==> src/rtl/lw_sram_pkg.sv <==
package lw_sram_pkg;

  localparam int BEAT_W = 2;

  typedef logic [BEAT_W-1:0] beat_t;

  // Low address bits of a burst beat: linear adds, interleaved XORs.
  function automatic beat_t burst_lo(input beat_t start, input beat_t beat, input logic lin);
    beat_t r;
    if (lin) r = start + beat;
    else     r = start ^ beat;
    return r;
  endfunction

endpackage

==> src/rtl/lw_burst_ctrl.sv <==
module lw_burst_ctrl
  import lw_sram_pkg::*;
#(
  parameter int ADDR_W = 6,
  parameter int BYTES  = 2
) (
  input  logic              clk,
  input  logic              rst_n,
  input  logic              sleep,
  input  logic              lin_order,
  input  logic              ce_a_n,
  input  logic              ce_b,
  input  logic              ce_c_n,
  input  logic              adv,
  input  logic              we_n,
  input  logic [BYTES-1:0]  bwe_n,
  input  logic [ADDR_W-1:0] addr,
  output logic              cmd_valid,
  output logic              cmd_wr,
  output logic [ADDR_W-1:0] cmd_addr,
  output logic [BYTES-1:0]  cmd_be
);

  logic              live_q;
  logic              wr_q;
  logic [ADDR_W-1:0] base_q;
  beat_t             beat_q;
  beat_t             beat_nx;
  logic              sel_all;
  logic              cmd_load;
  logic              cmd_cont;
  logic [ADDR_W-1:0] step_addr;

  assign sel_all  = !ce_a_n && ce_b && !ce_c_n;
  assign cmd_load = !sleep && !adv && sel_all;
  assign cmd_cont = !sleep && adv && live_q;
  assign beat_nx  = beat_q + beat_t'(1);

  assign step_addr = {base_q[ADDR_W-1:BEAT_W], burst_lo(base_q[BEAT_W-1:0], beat_nx, lin_order)};

  assign cmd_valid = cmd_load || cmd_cont;
  assign cmd_wr    = cmd_load ? !we_n : wr_q;
  assign cmd_addr  = cmd_load ? addr : step_addr;
  assign cmd_be    = (cmd_valid && cmd_wr) ? ~bwe_n : '0;

  always_ff @(posedge clk or negedge rst_n) begin
    if (!rst_n) begin
      live_q <= 1'b0;
      wr_q   <= 1'b0;
      base_q <= '0;
      beat_q <= '0;
    end else begin
      live_q <= cmd_valid;
      if (cmd_load) begin
        base_q <= addr;
        beat_q <= '0;
        wr_q   <= !we_n;
      end else if (cmd_cont) begin
        beat_q <= beat_nx;
      end
    end
  end

  // a linear burst beat is one above the previous beat, modulo 4
  a_r5_linear_step: assert property (@(posedge clk) disable iff (!rst_n)
    (cmd_cont && lin_order) |-> (cmd_addr[BEAT_W-1:0] == beat_t'($past(cmd_addr[BEAT_W-1:0]) + beat_t'(1))));

  // the first interleaved beat after a load flips bit 0
  a_r5_interleave_first: assert property (@(posedge clk) disable iff (!rst_n)
    (cmd_cont && !lin_order && $past(cmd_load)) |-> (cmd_addr[BEAT_W-1:0] == ($past(cmd_addr[BEAT_W-1:0]) ^ beat_t'(1))));

  // an advance counts only after an accepted cycle
  a_r6_adv_after_access: assert property (@(posedge clk) disable iff (!rst_n)
    (adv && cmd_valid) |-> $past(cmd_valid));

endmodule

==> src/rtl/lw_late_pipe.sv <==
module lw_late_pipe #(
  parameter int ADDR_W = 6,
  parameter int BYTES  = 2
) (
  input  logic              clk,
  input  logic              rst_n,
  input  logic              flow_mode,
  input  logic              sleep,
  input  logic              cmd_valid,
  input  logic              cmd_wr,
  input  logic [ADDR_W-1:0] cmd_addr,
  input  logic [BYTES-1:0]  cmd_be,
  output logic              s1_valid,
  output logic              s1_wr,
  output logic [ADDR_W-1:0] s1_addr,
  output logic              s2_valid,
  output logic              s2_wr,
  output logic [ADDR_W-1:0] s2_addr,
  output logic [BYTES-1:0]  s2_be,
  output logic              cm_en,
  output logic [ADDR_W-1:0] cm_addr,
  output logic [BYTES-1:0]  cm_be
);

  logic [BYTES-1:0] s1_be;

  always_ff @(posedge clk or negedge rst_n) begin
    if (!rst_n) begin
      s1_valid <= 1'b0;
      s1_wr    <= 1'b0;
      s1_addr  <= '0;
      s1_be    <= '0;
      s2_valid <= 1'b0;
      s2_wr    <= 1'b0;
      s2_addr  <= '0;
      s2_be    <= '0;
    end else begin
      s1_valid <= cmd_valid;
      s1_wr    <= cmd_wr;
      s1_addr  <= cmd_addr;
      s1_be    <= cmd_be;
      s2_valid <= s1_valid;
      s2_wr    <= s1_wr;
      s2_addr  <= s1_addr;
      s2_be    <= s1_be;
    end
  end

  // Commit stage: one clock late in flow-through, two clocks late in pipelined mode.
  assign cm_en   = !sleep && (flow_mode ? (s1_valid && s1_wr) : (s2_valid && s2_wr));
  assign cm_addr = flow_mode ? s1_addr : s2_addr;
  assign cm_be   = flow_mode ? s1_be   : s2_be;

  // flow-through writes commit one clock after the address
  a_r4_single_late: assert property (@(posedge clk) disable iff (!rst_n)
    (flow_mode && cm_en) |-> $past(cmd_valid && cmd_wr));

  // pipelined writes commit two clocks after the address
  a_r3_double_late: assert property (@(posedge clk) disable iff (!rst_n)
    (!flow_mode && cm_en) |-> $past(cmd_valid && cmd_wr, 2));

endmodule

==> src/rtl/lw_byte_lanes.sv <==
module lw_byte_lanes #(
  parameter int ADDR_W = 6,
  parameter int BYTES  = 2,
  parameter int BYTE_W = 9
) (
  input  logic                    clk,
  input  logic                    we,
  input  logic [ADDR_W-1:0]       waddr,
  input  logic [BYTES-1:0]        wbe,
  input  logic [BYTES*BYTE_W-1:0] wdata,
  input  logic [ADDR_W-1:0]       raddr,
  output logic [BYTES*BYTE_W-1:0] rdata
);

  localparam int DEPTH = 1 << ADDR_W;

  for (genvar g = 0; g < BYTES; g++) begin : g_lane
    logic [BYTE_W-1:0] lane_mem [DEPTH];

    always_ff @(posedge clk) begin
      if (we && wbe[g]) lane_mem[waddr] <= wdata[g*BYTE_W +: BYTE_W];
    end

    assign rdata[g*BYTE_W +: BYTE_W] = lane_mem[raddr];
  end

endmodule

==> src/rtl/lw_sram_core.sv <==
module lw_sram_core #(
  parameter int ADDR_W = 6,
  parameter int BYTES  = 2,
  parameter int BYTE_W = 9
) (
  input  logic                    clk,
  input  logic                    rst_n,
  input  logic                    flow_mode,
  input  logic                    lin_order,
  input  logic                    sleep,
  input  logic                    oe_n,
  input  logic                    ce_a_n,
  input  logic                    ce_b,
  input  logic                    ce_c_n,
  input  logic                    adv,
  input  logic                    we_n,
  input  logic [BYTES-1:0]        bwe_n,
  input  logic [ADDR_W-1:0]       addr,
  input  logic [BYTES*BYTE_W-1:0] wdata,
  output logic [BYTES*BYTE_W-1:0] dq_o,
  output logic                    dq_oe
);

  localparam int W = BYTES * BYTE_W;

  function automatic logic [W-1:0] lane_merge(input logic [W-1:0] old_w,
                                               input logic [W-1:0] new_w,
                                               input logic [BYTES-1:0] be);
    logic [W-1:0] r;
    r = old_w;
    for (int b = 0; b < BYTES; b++) begin
      if (be[b]) r[b*BYTE_W +: BYTE_W] = new_w[b*BYTE_W +: BYTE_W];
    end
    return r;
  endfunction

  logic              cmd_valid, cmd_wr;
  logic [ADDR_W-1:0] cmd_addr;
  logic [BYTES-1:0]  cmd_be;
  logic              s1_valid, s1_wr, s2_valid, s2_wr;
  logic [ADDR_W-1:0] s1_addr, s2_addr;
  logic [BYTES-1:0]  s2_be;
  logic              cm_en;
  logic [ADDR_W-1:0] cm_addr;
  logic [BYTES-1:0]  cm_be;
  logic [W-1:0]      mem_rdata;
  logic              fwd_hit;
  logic [W-1:0]      pl_next;
  logic              out_v;
  logic [W-1:0]      out_q;
  logic              ft_v;
  logic              s1_read;

  lw_burst_ctrl #(.ADDR_W(ADDR_W), .BYTES(BYTES)) u_burst (
    .clk(clk), .rst_n(rst_n), .sleep(sleep), .lin_order(lin_order),
    .ce_a_n(ce_a_n), .ce_b(ce_b), .ce_c_n(ce_c_n), .adv(adv), .we_n(we_n),
    .bwe_n(bwe_n), .addr(addr),
    .cmd_valid(cmd_valid), .cmd_wr(cmd_wr), .cmd_addr(cmd_addr), .cmd_be(cmd_be)
  );

  lw_late_pipe #(.ADDR_W(ADDR_W), .BYTES(BYTES)) u_pipe (
    .clk(clk), .rst_n(rst_n), .flow_mode(flow_mode), .sleep(sleep),
    .cmd_valid(cmd_valid), .cmd_wr(cmd_wr), .cmd_addr(cmd_addr), .cmd_be(cmd_be),
    .s1_valid(s1_valid), .s1_wr(s1_wr), .s1_addr(s1_addr),
    .s2_valid(s2_valid), .s2_wr(s2_wr), .s2_addr(s2_addr), .s2_be(s2_be),
    .cm_en(cm_en), .cm_addr(cm_addr), .cm_be(cm_be)
  );

  lw_byte_lanes #(.ADDR_W(ADDR_W), .BYTES(BYTES), .BYTE_W(BYTE_W)) u_lanes (
    .clk(clk), .we(cm_en), .waddr(cm_addr), .wbe(cm_be), .wdata(wdata),
    .raddr(s1_addr), .rdata(mem_rdata)
  );

  assign s1_read = s1_valid && !s1_wr;

  // Pipelined capture shares an edge with the pending write's commit: forward it.
  assign fwd_hit = !sleep && s2_valid && s2_wr && (s2_addr == s1_addr);
  assign pl_next = fwd_hit ? lane_merge(mem_rdata, wdata, s2_be) : mem_rdata;

  always_ff @(posedge clk or negedge rst_n) begin
    if (!rst_n) begin
      out_v <= 1'b0;
      out_q <= '0;
    end else begin
      out_v <= !flow_mode && s1_read;
      if (s1_read) out_q <= pl_next;
    end
  end

  assign ft_v  = flow_mode && s1_read;
  assign dq_oe = !oe_n && !sleep && (flow_mode ? ft_v : out_v);
  assign dq_o  = dq_oe ? (flow_mode ? mem_rdata : out_q) : '0;

  // a deselect cycle never enters the access pipeline
  a_r1_deselect: assert property (@(posedge clk) disable iff (!rst_n)
    (!adv && !(!ce_a_n && ce_b && !ce_c_n)) |=> !s1_valid);

  // a pipelined read accepted last cycle is driven unless suppressed
  a_r2_pipe_drive: assert property (@(posedge clk) disable iff (!rst_n)
    (!flow_mode && !oe_n && !sleep && $past(s1_valid && !s1_wr)) |-> dq_oe);

endmodule

==> config.mk <==
export PLATFORM = sky130hd
export DESIGN_NAME = lw_sram_core
export DESIGN_NICKNAME = d
export VERILOG_FILES = /design/src/rtl/lw_sram_pkg.sv /design/src/rtl/lw_burst_ctrl.sv /design/src/rtl/lw_late_pipe.sv /design/src/rtl/lw_byte_lanes.sv /design/src/rtl/lw_sram_core.sv
export SDC_FILE = /design/constraint.sdc
export NUM_CORES = 1
export LEC_CHECK = 0
export ABC_AREA = 1
export BUFFER_PORTS_ARGS = -buffer_cell sky130_fd_sc_hd__clkbuf_2
export CAP_MARGIN = 20
export CORE_ASPECT_RATIO = 0.75
export CORE_MARGIN = 3
export CORE_UTILIZATION = 40
export CTS_CLUSTER_DIAMETER = 30
export CTS_CLUSTER_SIZE = 14
export DETAILED_ROUTE_END_ITERATION = 6
export PLACE_DENSITY = 0.62
export SYNTH_ARGS = -nofsm -noshare
export SYNTH_HDL_FRONTEND = slang
export SYNTH_SLANG_ARGS = --single-unit
==> constraint.sdc <==
create_clock -name clk -period 5.35 [get_ports clk]
set_input_delay 0.2675 -clock clk [delete_from_list [all_inputs] [get_ports clk]]
set_output_delay 0.2675 -clock clk [all_outputs]
set_load 0.02 [all_outputs]
Yosys cells after proc, flatten, opt, wreduce, memory -nomap -nowiden
Memories as Yosys holds them, arrays and structs flattened. Index checks and enable logic that the tools add are counted.

Bits in registers: 47. RAM bits: 1152. Input bits: 37. Output and inout bits: 19. Word-level logic and storage cells: 68. Memories: 2.

Memory list: u_lanes.g_lane[0].lane_mem (words 64, width 9, read ports 1, clocked after Yosys merged registers in 0, write ports 1, RTL line lw_byte_lanes.sv:18) `logic [BYTE_W-1:0] lane_mem [DEPTH];`; u_lanes.g_lane[1].lane_mem (words 64, width 9, read ports 1, clocked after Yosys merged registers in 0, write ports 1, RTL line lw_byte_lanes.sv:18).

Add/sub/neg operators: 2. Eq/ne operators: 1. Mux-type cells: 19. Bitwise logic cells: 2. Reductions and logical operators: 30.

Operators by type and width (count): $mux W18 (3); $logic_and A1 B1 Y1 (20); $mux W9 (2); $mux W6 (2); $mux W2 (5); $logic_not A1 Y1 (8); $mux W1 (7); $eq A6 B6 Y1 (1); $add A2 B1 Y2 const B (1); $add A2 B2 Y2 (1); $not A2 Y2 (1); $reduce_bool A2 Y1 (1); $xor A2 B2 Y2 (1); $logic_or A1 B1 Y1 (1).

Logic depth before layout (Yosys ltp)
Gate-level depths: netlist of run 1.

Word-level depth: 7. Mapped depth: 13. Gate-level depth less buffers: 11.

Modules after synthesis
A second synthesis of run 1 with hierarchy kept.

Cell total of the unflattened synthesis: 4390. Area total of the unflattened synthesis: 50058.0 um^2.

Modules (own cells, without submodules): lw_byte_lanes (times used 1, cells an instance 4023, area an instance 47441.8 um^2, sequential area each 34593.2 um^2); lw_sram_core (times used 1, cells an instance 254, area an instance 1441.4 um^2, sequential area each 475.5 um^2); lw_late_pipe (times used 1, cells an instance 52, area an instance 666.9 um^2, sequential area each 500.5 um^2); lw_burst_ctrl (times used 1, cells an instance 61, area an instance 508.0 um^2, sequential area each 250.2 um^2).

Worst setup path after synthesis of run 1
OpenSTA, ideal clock, no wires.

Path type: reg2reg. Start point: reg u_pipe.s1_addr[4]. End point: mem u_lanes.g_lane[0].lane_mem[10][0] (enable). Library setup time: 0.374 ns. Arrival time: 1.780 ns. Data required time: 4.976 ns. Path slack: 3.196 ns. Stages on the path, launching flop included: 9. Buffers on the path: 1. Period minus slack after synthesis: 2.154 ns. Path through: dfrtp_1 buf_2 inv_2 nand2_1 o21ai_0 nand2_1 nor2_1 nand2_1 nor2_1.

Longest elaborated chain between the ends: 1.

Ends and longest elaborated chain: start: declaration (RTL line lw_late_pipe.sv:15) `output logic [ADDR_W-1:0] s1_addr,`; start signal: assignment (RTL line lw_late_pipe.sv:40) `s1_addr <= cmd_addr;`; $mux W6 (RTL line lw_late_pipe.sv:51) `assign cm_addr = flow_mode ? s1_addr : s2_addr;`; end: declaration (RTL line lw_byte_lanes.sv:18).

No other way between the ends.

Worst setup path after layout of run 1
Start point: reg u_pipe.s1_addr[0]. End point: out dq_o[3].

Longest elaborated chain between the ends: 3.

Ends and longest elaborated chain: $mem_v2 Z64 W9; $mux W18 (2 in a row) (RTL line lw_sram_core.sv:92) `assign dq_o = dq_oe ? (flow_mode ? mem_rdata : out_q) : '0;`; end: declaration (RTL line lw_sram_core.sv:20) `output logic [BYTES*BYTE_W-1:0] dq_o,`.

No other way between the ends.

==> results of run 1 <==
-- path summary, 6_finish.rpt --
kind	start	to	slack [ps]	cells after the start
worst max-delay path	u_pipe.s1_addr[0]$_DFF_PN0_	dq_o[3]	710	13
worst min-delay path	ce_a_n	u_burst.base_q[0]$_DFFE_PN0P_	60	5
worst max register to register	u_pipe.s1_addr[0]$_DFF_PN0_	u_lanes.g_lane[0].lane_mem[62][6]$_DFFE_PP_	1690	7
worst min register to register	u_pipe.s1_be[0]$_DFF_PN0_	u_pipe.s2_be[0]$_DFF_PN0_	400	0
max in group asynchronous	rst_n	u_pipe.s1_addr[0]$_DFF_PN0_	4580	3
min in group asynchronous	rst_n	out_v$_DFF_PN0_	190	3
-- sequential cells by signal (all words and copies together) (netlist names), 2 cells and up --
signal / cells
u_lanes.g_lane.lane_mem: 1152
out_q: 18
u_burst.base_q: 6
u_pipe.s1_addr: 6
u_pipe.s2_addr: 6
u_burst.beat_q: 2
u_pipe.s1_be: 2
u_pipe.s2_be: 2
-- power by group --
group          leakage, uW  internal [uW]  switching (uW)  total (uW)
Sequential          0.0109          10400             144       10500
Clock              0.00283           7090            4380       11500
Combinational      0.00735           1890            5170        7060
-- layout make-up --
type,count,area (sq um)
multi-input combinational,2883,12200
sequential,1199,35800
clock inverter,126,1510
clock buffer,180,4330
fill,11000,64900
tap,1638,2050
timing repair buffer,193,1530
inverter,37,159
antenna,1,2.50
-- metrics by stage --
| stage | instances | setup slack, ps | area (sq um) | utilization |
|---|---|---|---|---|
| after floorplan | 4392 | 3200 | 49500 | - |
| after global placement | 5925 | 1570 | 51500 | 0.420 |
| after detailed placement | 5925 | 1620 | 51500 | 0.420 |
| after CTS | 6249 | 771 | 57500 | 0.469 |
| after global routing | 6257 | 471 | 57600 | 0.470 |
| final | 6257 | 712 | 57600 | 0.470 |
-- placed cells by master, fill, tap and decap left out, types with 23 or more instances in the layout --
master,count
nand2_1,1615
edfxtp_1,1152
nand3_1,1011
nor2_1,219
clkbuf_16,172
buf_4,105
clkbuf_2,55
dfrtp_1,42
inv_1,29
inv_6,27
bufinv_16,23
-- worst max-delay path: stages (launching register included) --
cell and delay [ps]:
dfrtp_4 490, buf_12 490, buf_4 790, nand2_1 120, nand3_1 130, nand3_1 100
nand2_1 110, nand2_1 150, nand3_1 150, nand3_1 400, nand3_1 310, nand2_1 80
inv_1 60, clkbuf_2 160
-- timing repair --
action,in CTS,in global routing
hold endpoints to repair,65,0
hold buffers,18,0
buffers inserted,0,0
-- logic make-up after synthesis --
family                     count (synthesis)  share of synthesized area
muxes                                      2                   0.000455
buffers and inverters                    310                     0.0304
xor gates and xnor gates                   9                    0.00159
and+or+nand+nor                         2858                      0.243
DFF                                     1199                      0.723
adders and majority gates                  1                   0.000253
AOI/OAI and AO/OA                         13                    0.00147
-- layer usage --
| layer | GRT usage | vias up | share of wire |
|---|---|---|---|
| li1 | - | 15500 | - |
| met1 | 0.323 | 16300 | 0.44 |
| met2 | 0.298 | 1743 | 0.42 |
| met3 | 0.0627 | 198 | 0.12 |
| met4 | 0.0634 | 0 | 0.021 |
| met5 | 0 | - | 0 |
==> flow_summary.toml, run 1 <==
[power]
ir_worst_vdd_mv = 0.520
p_leak_uw = 0.0211
power-per-cell-area_mw_per_mm2 = 505
fin_total_pwr_uw = 29100

[timing]
holdWs_ps = 59.0
finalHoldViolCount = 0
max_freq_mhz = 216
finalSetupTns_ps = 0
grt_setup_unrepaired = "no"
worstMarginPinSlew_ps = 1310
fin_crit_ps = 4640
slew_headroom = 0.124
post-route-period-util = 0.867
slew_viol_final = 0
setup_viol = 0
fin_skew_ps = 26.6

[critical_path]
crit_arrival_ps = 4370
cp-end-kind = "primary output"
crit_fanout = 129
crit_required_ps = 5080
setup.worst_path.start_class = "flip-flop"
worstSetupPathType = "reg2out"

[synthesis]
synth_top_cell_area_share = 0.699
synth_common_cells = "nand2_1, edfxtp_1, nand3_1, nor2_1, buf_2"
synth_seq_cells = 1199
synth.most_common_cell = "nand2_1"
synth_cells = 4392
synthDistinctLibCells = 26
yosys_warnings = 0
avgSynthCellArea_sq_um = 11.3
synthTopCellsByArea = "edfxtp_1, nand2_1, nand3_1, dfrtp_1, nor2_1"
ys_async_sr_fraction = 0.0392
yosysSeqAreaShare = 0.723
yosysTopAreaCell = "edfxtp_1"
synth_area_sq_mm = 0.0495
synth_edf_count = 1152
synthFlopType = "edfxtp_1"
synth_nets = 4430

[floorplanning]
ios = 56
start_util = 0.404
fp.dieW_um = 412
die_h_um = 311
coreArea_sq_mm = 0.122
fp-row-count = 111
dieArea_sq_mm = 0.128

[route]
via_per_inst = 5.39
drt_iter0_drc = 3907
drt-total-wl_mm = 138
ant_nets = 0
drc_errors = 5
dr.pass1.iters = 7
vias = 33800
wl_per_cell_um = 22.1

[grt]
grt_remaining_overflow = 0
grt_pass1_wl_mm = 206
grt_pass1_vias = 31900
antenna_found_initial = 4
grt_max_degree = 163
grt_usage = 0.214

[placement]
gp_congestion = 0.913
hpwlAfterDp_mm = 78.0
portBuffers = 55

[clocking]
clockBufferDepth = 3
cts_resized = 0
cts_tree = "yes"
clk_latency_ps = 760
cts_sinks = 1199
clk_pin_slew_ps = 60
ctsHtreeMaxLevel = 4
cts-root-buf = "clkbuf_16"
numCtsBuffers = 165

[cells_and_area]
areaGrowthSynthToFinish_pct = 16.4
fin_nets = 4517
drive_above_1_share = 0.105

[status]
violations = "DRC"
status = "finished with violations"

[min_path]
hold_class = "in2reg"

[flow_run]
drv_cap = 0
Note: power is estimated with default switching activity, not from simulation.
==> inputs of run 2 (changes only) <==
==> constraint.sdc (replaced) <==
create_clock -name clk -period 4.8 [get_ports clk]
set_input_delay 0.24 -clock clk [delete_from_list [all_inputs] [get_ports clk]]
set_output_delay 0.24 -clock clk [all_outputs]
set_load 0.02 [all_outputs]
==> run 2 against run 1 <==
The run now ends clean. Wire length fell by 1.1%. Clock power rose by 10%. Critical path depth did not move. Core utilization rose by 0.32 points. Clock skew fell by 5.3 ps. Sequential power rose by 12%. Final cell count rose by 0.85%. Total power rose by 11%. Die area did not move. Largest cell class unchanged. Largest power group unchanged.
==> flow_summary.toml, run 2 (synthesis gave the netlist of run 1 again) <==
[route]
drc_errors = 0
highest_layer = "met4"
dr.pass1.iters = 7
drt-total-wl_mm = 137
route.met3.wl_mm = 14.0
via_per_inst = 5.36
dr_wl_met2_mm = 58.6
drt_iter0_drc = 4143
ant_nets = 0
vias = 33800
wl_met1_mm = 61.7
wl_per_cell_um = 21.7

[grt]
grt_max_degree = 161
antenna_found_initial = 3
grt_pass1_vias = 31700
grt_pass1_wl_mm = 204
grt_remaining_overflow = 0
grt_usage = 0.212

[floorplanning]
dieArea_sq_mm = 0.128
fp-row-count = 111
die_h_um = 311
start_util = 0.404
coreArea_sq_mm = 0.122
fp.dieW_um = 412
ios = 56

[cells_and_area]
areaGrowthSynthToFinish_pct = 17.1
reg.largest.list = "u_lanes.g_lane.lane_mem (1152), out_q (18)"
final_common_cell = "nand2_1"
largest_reg_flops = 1152
stdcell_area_sq_mm = 0.0580
drive_above_1_share = 0.110
final_core_util = 0.473
regMostFlops = "u_lanes.g_lane.lane_mem"
fin_nets = 4565
final_cell_mix = "nand2_1, edfxtp_1, nand3_1"

[critical_path]
crit_required_ps = 4560
max_stage_delay_ps = 690
path_depth = 13
setup.worst_path.start_class = "flip-flop"
slowest_stage = "dfrtp_4"
cp_cell_sequence = "inv_8 > buf_4 > nand2_1 > nand3_1 > nand3_1 > nand2_1 > nand2_1 > nand3_1 > nand3_1 > nand3_1 > nand2_1 > inv_1 > clkbuf_2"
critical_path.top_delay_family = "simple AND/OR/NAND/NOR gates"
crit_arrival_ps = 4120
cp-end-kind = "primary output"
crit_fanout = 90
worstSetupPathType = "reg2out"
critPathBufInv = 4
reg2reg_depth = 8
cpMostUsedCell = "nand3_1"

[flow_run]
drv_cap = 0

[clocking]
cts_resized = 0
cts_setup_buffers = 0
cts-hold-fix-buffers = 27
clockBufferDepth = 3
ctsHtreeMaxLevel = 4
clk_latency_ps = 770
cts_tree = "yes"
cts_sinks = 1199
cts-root-buf = "clkbuf_16"
clk_pin_slew_ps = 50
numCtsBuffers = 168

[placement]
hpwlAfterDp_mm = 77.9
gp_congestion = 1.01
postPlaceCellArea_sq_mm = 0.0519
portBuffers = 55

[power]
power-per-cell-area_mw_per_mm2 = 558
ir_worst_vdd_mv = 0.744
p_leak_uw = 0.0213

[timing]
slew_viol_final = 0
finalSetupTns_ps = 0
fin_crit_ps = 4360
post-route-period-util = 0.909
grt_setup_unrepaired = "no"
fin_skew_ps = 21.3
slew_headroom = 0.261
finalHoldViolCount = 0
worstMarginPinSlew_ps = 1100
setup_viol = 0
holdWs_ps = 31.6
max_freq_mhz = 229

[min_path]
hold_class = "in2reg"
hold_depth = 1

[status]
status = "finished, final reports clean"
[run 2: cell count changes in the layout (fill, tap and decap cells not counted), moves of 3 or more]
| cell | before | now |
|---|---|---|
| clkinv_1 | 13 | 20 |
| clkinv_8 | 3 | 6 |
| clkinvlp_4 | 14 | 20 |
| buf_4 | 105 | 141 |
| inv_8 | 13 | 10 |
| clkinv_4 | 18 | 15 |
| clkbuf_1 | 8 | 15 |
| inv_6 | 27 | 19 |
| dlygate4sd3_1 | 18 | 27 |
[run 2: cell type report]
cell class	instances	area (sq um)
antenna	1	2.50
clock buffer	185	4310
clock inverter	129	1540
fill	11000	64500
inverter	37	159
multi-input combinational	2883	12200
sequential	1199	35800
tap	1638	2050
timing repair buffer	238	1900
[run 2: stage by stage]
step	total power [uW]	cells	setup slack [ps]
3_5_place_dp	19700	5968	1280
4_1_cts	32400	6309	404
5_1_grt	33800	6310	241
2_1_floorplan	17300	4392	2650
3_3_place_gp	19600	5968	1260
6_report	32300	6310	436
[run 2: worst paths after layout]
check	slack (ps)	start	endpoint
worst max register to register	1220	u_pipe.s1_addr[2]$_DFF_PN0_	u_lanes.g_lane[1].lane_mem[3][1]$_DFFE_PP_
worst max-delay path	440	u_pipe.s1_addr[0]$_DFF_PN0_	dq_o[5]
worst min-delay path	30	wdata[3]	u_lanes.g_lane[0].lane_mem[57][3]$_DFFE_PP_
min in group asynchronous	170	rst_n	u_burst.base_q[1]$_DFFE_PN0P_
max in group asynchronous	4000	rst_n	u_pipe.s1_addr[0]$_DFF_PN0_
worst min register to register	380	u_pipe.s1_be[0]$_DFF_PN0_	u_pipe.s2_be[0]$_DFF_PN0_
[run 2: routing by layer]
layer  global-route usage  vias up
met2                0.298     1630
met5                    0        -
li1                     -    15600
met1                0.326    16400
met3               0.0503      184
met4               0.0578        0
[run 2: report_power, final]
part           leakage [uW]  internal, uW  switching (uW)
Combinational       0.00758          2150            5640
Clock               0.00280          7850            4890
Sequential           0.0109         11600             196
